$ cat src/rtl/lock_pkg.sv
package lock_pkg;
  // Default geometry of the lock
  localparam int unsigned LOCK_DIGITS  = 3;
  localparam int unsigned LOCK_DIGIT_W = 4;
endpackage

$ cat src/rtl/lock_combo_store.sv
module lock_combo_store #(
  parameter int unsigned NUM_DIGITS = lock_pkg::LOCK_DIGITS,
  parameter int unsigned DIGIT_W    = lock_pkg::LOCK_DIGIT_W,
  localparam int unsigned IDX_W     = $clog2(NUM_DIGITS + 1)
) (
  input  logic                  clk,
  input  logic                  we,
  input  logic [IDX_W-1:0]      idx,
  input  logic [DIGIT_W-1:0]    wdata,
  input  logic [NUM_DIGITS-1:0] sel,
  output logic [DIGIT_W-1:0]    word
);

  logic [DIGIT_W-1:0] words_q [NUM_DIGITS];
  logic [DIGIT_W-1:0] terms   [NUM_DIGITS];

  genvar gi;
  generate
    for (gi = 0; gi < NUM_DIGITS; gi++) begin : g_word
      logic wr_en;
      assign wr_en = we && (idx == IDX_W'(gi));
      // Storage has no reset: words survive lock resets
      always_ff @(posedge clk) begin
        if (wr_en) begin
          words_q[gi] <= wdata;
        end
      end
      assign terms[gi] = words_q[gi] & {DIGIT_W{sel[gi]}};
    end
  endgenerate

  always_comb begin
    word = '0;
    for (int i = 0; i < NUM_DIGITS; i++) begin
      word = word | terms[i];
    end
  end

  // an empty select presents a zero comparand
  always_comb begin
    if (sel == '0) begin
      empty_sel_chk: assert (word == '0);
    end
  end

endmodule

$ cat src/rtl/lock_comparator.sv
module lock_comparator #(
  parameter int unsigned DIGIT_W = lock_pkg::LOCK_DIGIT_W
) (
  input  logic [DIGIT_W-1:0] a,
  input  logic [DIGIT_W-1:0] b,
  output logic               eq
);

  logic [DIGIT_W-1:0] bit_same;

  genvar gb;
  generate
    for (gb = 0; gb < DIGIT_W; gb++) begin : g_bit
      assign bit_same[gb] = ~(a[gb] ^ b[gb]);
    end
  endgenerate

  assign eq = &bit_same;

endmodule

$ cat src/rtl/lock_fsm.sv
module lock_fsm #(
  parameter int unsigned NUM_DIGITS = lock_pkg::LOCK_DIGITS,
  localparam int unsigned ST_W      = NUM_DIGITS + 1
) (
  input  logic                  clk,
  input  logic                  rst_n,
  input  logic                  strobe,
  input  logic                  eq,
  output logic [NUM_DIGITS-1:0] sel,
  output logic                  open
);

  localparam logic [ST_W-1:0] ST_FIRST = ST_W'(1);
  localparam logic [ST_W-1:0] ST_ERR   = '0;

  logic [ST_W-1:0] st_q;
  logic [ST_W-1:0] st_d;
  logic            in_digit;
  logic            st_en;

  assign in_digit = (st_q != ST_ERR) && !st_q[ST_W-1];
  assign st_en    = in_digit && strobe;

  // Next-state: a match shifts the one-hot bit up, the last one lands on open
  always_comb begin
    st_d = st_q;
    if (st_en) begin
      st_d = eq ? (st_q << 1) : ST_ERR;
    end
  end

  always_ff @(posedge clk or negedge rst_n) begin
    if (!rst_n) begin
      st_q <= ST_FIRST;
    end else if (st_en) begin
      st_q <= st_d;
    end
  end

  assign sel  = st_q[NUM_DIGITS-1:0];
  assign open = st_q[ST_W-1];


  legal_state_chk: assert property (@(posedge clk) disable iff (!rst_n)
    $onehot0(st_q));


  idle_hold_chk: assert property (@(posedge clk) disable iff (!rst_n)
    (in_digit && !strobe) |=> $stable(st_q));


  advance_chk: assert property (@(posedge clk) disable iff (!rst_n)
    (in_digit && strobe && eq) |=> ($countones(st_q) == 1 && st_q != $past(st_q)));


  mismatch_err_chk: assert property (@(posedge clk) disable iff (!rst_n)
    (in_digit && strobe && !eq) |=> (st_q == ST_ERR && !open));


  err_sticky_chk: assert property (@(posedge clk) disable iff (!rst_n)
    (st_q == ST_ERR) |=> (st_q == ST_ERR));


  open_sticky_chk: assert property (@(posedge clk) disable iff (!rst_n)
    open |=> open);

endmodule

$ cat src/rtl/combo_lock.sv
module combo_lock #(
  parameter int unsigned NUM_DIGITS = lock_pkg::LOCK_DIGITS,
  parameter int unsigned DIGIT_W    = lock_pkg::LOCK_DIGIT_W,
  localparam int unsigned IDX_W     = $clog2(NUM_DIGITS + 1)
) (
  input  logic               clk,
  input  logic               rst_n,
  input  logic [DIGIT_W-1:0] digit_i,
  input  logic               digit_strobe_i,
  input  logic               combo_we_i,
  input  logic [IDX_W-1:0]   combo_idx_i,
  input  logic [DIGIT_W-1:0] combo_data_i,
  output logic               open_o
);

  logic [NUM_DIGITS-1:0] sel;
  logic [DIGIT_W-1:0]    cmp_word;
  logic                  eq;

  lock_combo_store #(.NUM_DIGITS(NUM_DIGITS), .DIGIT_W(DIGIT_W)) u_store (
    .clk   (clk),
    .we    (combo_we_i),
    .idx   (combo_idx_i),
    .wdata (combo_data_i),
    .sel   (sel),
    .word  (cmp_word)
  );

  lock_comparator #(.DIGIT_W(DIGIT_W)) u_cmp (
    .a  (digit_i),
    .b  (cmp_word),
    .eq (eq)
  );

  lock_fsm #(.NUM_DIGITS(NUM_DIGITS)) u_fsm (
    .clk    (clk),
    .rst_n  (rst_n),
    .strobe (digit_strobe_i),
    .eq     (eq),
    .sel    (sel),
    .open   (open_o)
  );

endmodule

$ cat config.mk
export PLATFORM = sky130hd
export DESIGN_NAME = combo_lock
export DESIGN_NICKNAME = d
export VERILOG_FILES = /design/src/rtl/lock_pkg.sv /design/src/rtl/lock_combo_store.sv /design/src/rtl/lock_comparator.sv /design/src/rtl/lock_fsm.sv /design/src/rtl/combo_lock.sv
export SDC_FILE = /design/constraint.sdc
export NUM_CORES = 1
export LEC_CHECK = 0
export BUFFER_PORTS_ARGS = -buffer_cell sky130_fd_sc_hd__buf_2
export CAP_MARGIN = 0
export CORE_MARGIN = 2
export CORE_UTILIZATION = 30
export DETAILED_ROUTE_END_ITERATION = 12
export SYNTH_ARGS = -nofsm -noshare
export SYNTH_HDL_FRONTEND = slang
export SYNTH_SLANG_ARGS = --single-unit
$ cat constraint.sdc
create_clock -name clk -period 3.4 [get_ports clk]
set_input_delay 0.68 -clock clk [delete_from_list [all_inputs] [get_ports clk]]
set_output_delay 0.68 -clock clk [all_outputs]
set_load 0.05 [all_outputs]
==> metrics.md, run 1 <==
| Metric | Value |
|---|---|
| Outcome | `finished clean` |
| Placed Instances | `80` |
| Total Neg Setup Slack | `0 ns` |
| HPWL after DPL | `799 µm` |
| Initial antenna violation count | `0` |
| Worst path max stage delay | `0.38 ns` |
| Final Max Slew Viols | `0` |
| Fill cell count | `roughly 210` |
| Max_slew headroom | `a little under three fifths` |
| Die Y-Extent | `between 40 and 50 µm` |
| EDFF count, synth | `12` |
| Skew final | `between 0.002 and 0.003 ns` |
| Core area | `a little under 2000 µm²` |
| Crit-path slowest cell | `dfrtp_1` |
| Number of CTS-inserted buffers | `3` |
| Mapped Cells | `39` |
| Avg WL per Cell | `around 13 µm` |
| Non-filler cells, final | `84` |
| Longest Clk Path Bufs | `2` |
| Area of the multi-input gates | `163 µm²` |
| Antenna viol nets, final | `0` |
| Antenna diode count | `0` |
| Post-layout min period | `~1.6 ns` |
| Worst Hold Class | `in2async` |
| Final setup fails | `0` |
| Sequential share of the synthesized area | `between 70% and 80%` |
| Post-synth cell types | `14` |
| Worst-Skew Late Latency | `approximately 0.28 ns` |
| Final WL | `about 1.1 mm` |
| Critical Path Sink Type | `output port` |
| Cts repair resizes | `0` |
| Worst vdd ir | `0.000206 V` |
| Starting density of the core | `31.8%` |
| Seq cells post-synth | `16` |
| Die area | `approximately 2500 µm²` |
| Worst slew pin tran | `between 0.6 and 0.7 ns` |
| Pre-CTS setup slack | `between 1.5 and 2 ns` |
| CTS root buffer | `clkbuf_4` |
| Final net count | `between 70 and 80` |
| Post-CTS setup buffers | `0` |
| Worst path bufs/invs | `1` |
| Synthesis warning total | `0` |
| Hold buffer count at CTS | `0` |
| Worst-path maximum fanout | `4` |
| Total number of vias | `approximately 390` |
| H-tree depth | `1` |
| Synth Flop Type | `edfxtp_1` |
| Iter 0 DRT Violations | `11` |
| Async SR Flop Fraction | `roughly a quarter` |
| # IOs | `15` |
| Leak Pwr | `0.282 nW` |
| First-pass GRT wire length | `around 1.7 mm` |
| Crit-path cells | `buf_2` |
| Worst Path Class, Setup | `reg2out` |
| # rows | `16` |
| FMAX | `roughly 0.62 GHz` |
| Final RePlAce weighted congestion | `about 0.7` |
| Top Family by Delay on Critical Path | `flip-flops` |
| Vias in the first global route | `between 300 and 400` |
| Synthesized area | `624 µm²` |
| Post-Syn Nets | `53` |
| CP startpoint kind | `register` |
| Final global-route overflow total | `0` |
| Max cap viols | `0` |
| Register area | `between 400 and 500 µm²` |
| Tcrit/Tclk final | `a little under half` |
| Req. time, crit path | `between 2 and 3 ns` |
| PD cells | `between 400 and 500 nW/µm²` |
| Vias per cell | `4.62` |
| DRT Pass-1 Iters | `4` |
| Most common cell after layout, fill and taps aside | `buf_2` |
| Width of the die | `roughly 50 µm` |
| Clock sinks | `16` |
| Gr usage total | `between 9 and 10%` |
| Drc violations | `0` |
| RSZ-0062 raised after global routing | `no` |
| P&R area growth vs syn | `20.8%` |
| Fraction of layout cells with a size suffix above 1 | `between 30% and 40%` |
| Hold Vio Cnt, Final | `0` |
| Post-Syn Area per Cell | `around 16 µm²` |
| Port bufs | `14` |
| Arrival @ worst endpoint | `approximately 0.93 ns` |
| Final WS setup | `1.79 ns` |
| Largest net degree at the start of global routing | `10` |
| Clock slew at reported path FFs | `~0.09 ns` |
| CTS tree | `done` |
| Most frequent cells in the layout | `buf_2, edfxtp_1, nand2_1, a222oi_1, xor2_1` |
[state kept, by name (all words and copies together) (netlist names)]
register         cells
u_store.words_q     12
u_fsm.st_q           4
[Yosys cell counts (2+ instances only)]
| cell type | n | share of area, % |
|---|---|---|
| o21ai_1 | 2 | 1.6 |
| and3b_1 | 2 | 2.8 |
| nand2_1 | 5 | 3.0 |
| dfrtp_1 | 3 | 12 |
| xor2_1 | 4 | 5.6 |
| edfxtp_1 | 12 | 58 |
| a222oi_1 | 4 | 6.4 |
[stage by stage]
stage	util, %	area [µm²]	total power [mW]	hold WS [ns]
6_report	38.5	754	0.334	0.185
5_1_grt	38.5	754	0.352	0.169
4_1_cts	38.5	754	0.338	0.179
3_5_place_dp	37.1	728	0.241	0.487
3_3_place_gp	37.1	728	0.241	0.486
2_1_floorplan	-	624	0.229	0.384
[area by class of cell]
| class | instances | share of cell area, % |
|---|---|---|
| clock inverter | 1 | 0.498 |
| clock buffer | 3 | 2.99 |
| multi-input combinational | 23 | 21.6 |
| sequential | 16 | 61.2 |
| timing repair buffer | 14 | 9.29 |
| tap | 27 | 4.48 |
[layer usage]
| metal | wire length (µm) | up-vias | share of wire [%] | GRT usage, % |
|---|---|---|---|---|
| met5 | 0 | - | 0 | 0 |
| met4 | 0 | 0 | 0 | 1.39 |
| met3 | 111 | 0 | 10 | 5.76 |
| met2 | 488 | 24 | 46 | 15.6 |
| met1 | 459 | 175 | 43 | 11.9 |
| li1 | - | 189 | - | - |
[cell families (layout without fill, tap and decap cells)]
| logic type | Yosys count | in the layout | share of synthesized area, % |
|---|---|---|---|
| and+or+nand+nor | 12 | 12 | 11.2 |
| AOI/OAI and AO/OA | 7 | 7 | 9.22 |
| DFF | 16 | 16 | 73.9 |
| xor gates and xnor gates | 4 | 4 | 5.61 |
| buffers and inverters | 0 | 18 | 0 |
[path summary, 6_finish.rpt]
kind / cells past startpoint / startpoint / slack, ns / to
min: 1 / rst_n / 0.18 / u_fsm.st_q[1]
max: 1 / u_fsm.st_q[3] / 1.79 / open_o
min reg2reg: 1 / u_fsm.st_q[3] / 0.52 / u_fsm.st_q[3]
max reg2reg: 4 / u_fsm.st_q[1] / 1.95 / u_fsm.st_q[2]
min in group clk: 1 / u_fsm.st_q[3] / 0.52 / u_fsm.st_q[3]
max in group asynchronous: 1 / rst_n / 3.01 / u_fsm.st_q[0]
[where the power goes]
part	leakage (nW)	switching (mW)	internal (mW)	total (mW)
Sequential	0.162	0.00179	0.218	0.220
Clock	0.0154	0.0545	0.0426	0.0971
Combinational	0.104	0.00889	0.00797	0.0169
No activity file was read; power rests on OpenSTA's default activity.
==> run 2: changes to the inputs <==
Clock period 3.4 ns to 1.5 ns, I/O delays scaled along.
==> run 2 against run 1 <==
  * Sequential power is 130% higher
  * Critical endpoint is now u_fsm.st_q[2]
  * Global-route usage is 0.69 points higher
  * Clock skew fell by 0.0010 ns
  * Final cell count increased by 3.6%
  * Core utilization grew 1.3 points
  * Die area unchanged
  * Non-clock buffer count is 3 higher
  * First-iteration DRC count increased to 3.6 times the previous value
  * Count of clock-buffer cells in the layout stayed put
  * Hold slack improved by 0.024 ns
  * Register-to-register slack worse by 1.8 ns
  * Cell area increased by 3.5%
==> metrics.md, run 2 (synthesized netlist as in run 1, its figures left out) <==
| Metric | Value |
|---|---|
| Outcome | `finished clean` |
| Worst slew pin tran | `between 0.3 and 0.4 ns` |
| Register area | `approximately 460 µm²` |
| Comb power frac | `under 10%` |
| Drc violations | `0` |
| Sequential share of power | `64.8%` |
| NetSw | `approximately 160 µW` |
| Skew final | `roughly 0.0016 ns` |
| PD cells | `984 nW/µm²` |
| Worst Hold Class | `in2reg` |
| Width of the die | `between 40 and 50 µm` |
| First-pass GRT wire length | `between 1.5 and 2 mm` |
| # rows | `16` |
| Worst vdd ir | `roughly 0.0006 V` |
| Most frequent cells in the layout | `buf_2, edfxtp_1, nand2_1, a222oi_1, xor2_1` |
| Final net count | `75` |
| R2R Setup Slk | `roughly 0.13 ns` |
| CTS tree | `done` |
| H-tree depth | `1` |
| Int Pwr | `between 600 and 700 µW` |
| Area of the multi-input gates | `about 160 µm²` |
| Final RePlAce weighted congestion | `0.704` |
| # IOs | `15` |
| FMAX | `about 0.73 GHz` |
| Total number of vias | `around 410` |
| Hold Vio Cnt, Final | `0` |
| Fraction of layout cells with a size suffix above 1 | `36.7%` |
| Most common cell after layout, fill and taps aside | `buf_2` |
| Clock slew at reported path FFs | `roughly 0.090 ns` |
| Worst reg2reg startpoint | `u_fsm.st_q[1]` |
| P&R area growth vs syn | `25.1%` |
| Fill cell count | `211` |
| Final WS setup | `0.133 ns` |
| Max cap viols | `0` |
| Worst-Skew Late Latency | `between 0.2 and 0.3 ns` |
| Number of CTS-inserted buffers | `3` |
| Max reg flops | `12` |
| Final hold slack | `approximately 0.21 ns` |
| Die area | `2460 µm²` |
| RSZ-0062 raised after global routing | `yes` |
| CTS root buffer | `clkbuf_4` |
| Gr usage total | `10.5%` |
| HPWL after DPL | `760 µm` |
| Tcrit/Tclk final | `between 90% and 100%` |
| Iter 0 DRT Violations | `40` |
| Core area | `1960 µm²` |
| Biggest register | `u_store.words_q` |
| Min-delay src | `combo_data_i[3]` |
| Switching part of the total power | `between 20% and 30%` |
| Final Max Slew Viols | `0` |
| Leak Pwr | `0.295 nW` |
| Final global-route overflow total | `0` |
| Critical Path Sink Type | `register` |
| Post-layout min period | `approximately 1.4 ns` |
| Avg WL per Cell | `between 10 and 15 µm` |
| Die Y-Extent | `49.6 µm` |
| Vias per cell | `between 4 and 5` |
| Final WL | `approximately 1.1 mm` |
| Largest net degree at the start of global routing | `10` |
| FF-to-FF End | `u_fsm.st_q[2]` |
| Total Neg Setup Slack | `0 ns` |
| Clock Power Share | `between 20 and 30%` |
| CP startpoint kind | `register` |
| Vias in the first global route | `between 300 and 400` |
| Antenna diode count | `0` |
| Req. time, crit path | `around 1.7 ns` |
| Max_slew headroom | `about four fifths` |
| Arrival @ worst endpoint | `1.58 ns` |
| Starting density of the core | `about a third` |
| Clock sinks | `16` |
| Largest regs | `u_store.words_q x12, u_fsm.st_q x4` |
| Port bufs | `14` |
| Final setup fails | `0` |
| Worst-path maximum fanout | `5` |
| Worst Path Class, Setup | `reg2reg` |
| Longest Clk Path Bufs | `2` |
| Pre-CTS setup slack | `between 0.09 and 0.1 ns` |
| Antenna viol nets, final | `0` |
| Worst hold endpoint | `u_store.words_q[0][3]` |
| Hold Path Depth | `1` |
| DRT Pass-1 Iters | `5` |
| Initial antenna violation count | `0` |
| Cells on worst reg2reg path | `4` |
-- run 2: changes by cell type in the layout (fill, tap and decap cells not counted) --
cell           previous run  this run
buf_4                     0         2
dfrtp_1                   3         2
dfrtp_2                   0         1
dlygate4sd3_1             0         1
-- run 2: worst max-delay path by stage --
stage	from	to	cells past startpoint
detailed placement	u_fsm.st_q[1]	u_fsm.st_q[2]	4
floorplan	u_fsm.st_q[1]	u_fsm.st_q[3]	4
global placement	u_fsm.st_q[1]	u_fsm.st_q[3]	4
finish	u_fsm.st_q[1]	u_fsm.st_q[2]	4
global route	u_fsm.st_q[0]	u_fsm.st_q[3]	4
CTS	u_fsm.st_q[1]	u_fsm.st_q[2]	4
-- run 2: per-layer routing --
metal / vias to the layer above / global-route usage (%) / wire length, µm
li1: 196 / - / -
met1: 191 / 15.0 / 470
met2: 23 / 13.1 / 446
met3: 4 / 5.76 / 129
met4: 0 / 4.17 / 16
met5: - / 0 / 0
-- run 2: critical path, cell delays in order (launching register included) --
cell      delay [ns]
dfrtp_2         0.45
a222oi_1        0.35
xor2_1          0.19
nand4_1         0.16
o21ai_1         0.15
-- run 2: repair_timing --
item,4_1_cts,5_1_grt
resized for setup,0,1
endpoints found under the setup margin,0,3
endpoints found under the hold margin,4,0
buffers inserted,0,1
hold buffers,1,0
-- run 2: power by group through the flow --
stage	Clock (mW)	Sequential, mW	Combinational [mW]
after floorplan	0	0.507	0.0123
after global placement	0	0.508	0.0399
after global routing	0.260	0.499	0.0477
after detailed placement	0	0.508	0.0404
after CTS	0.237	0.498	0.0426
final	0.228	0.498	0.0419
-- run 2: per-stage QoR --
stage / utilization (%) / total power, mW / cells / area, µm²
floorplan: - / 0.519 / 39 / 624
global placement: 37.5 / 0.548 / 81 / 736
detailed placement: 37.5 / 0.548 / 81 / 736
CTS: 39.3 / 0.778 / 86 / 772
global route: 39.8 / 0.807 / 87 / 781
finish: 39.8 / 0.768 / 87 / 781
-- run 2: final cells by class --
cell class	instances	area share [%]
flip-flops and latches	16	59.3
multi-input cells	23	20.8
repair buffers	17	12.2
well taps	27	4.33
clock buffers	3	2.88
clock inverters	1	0.481
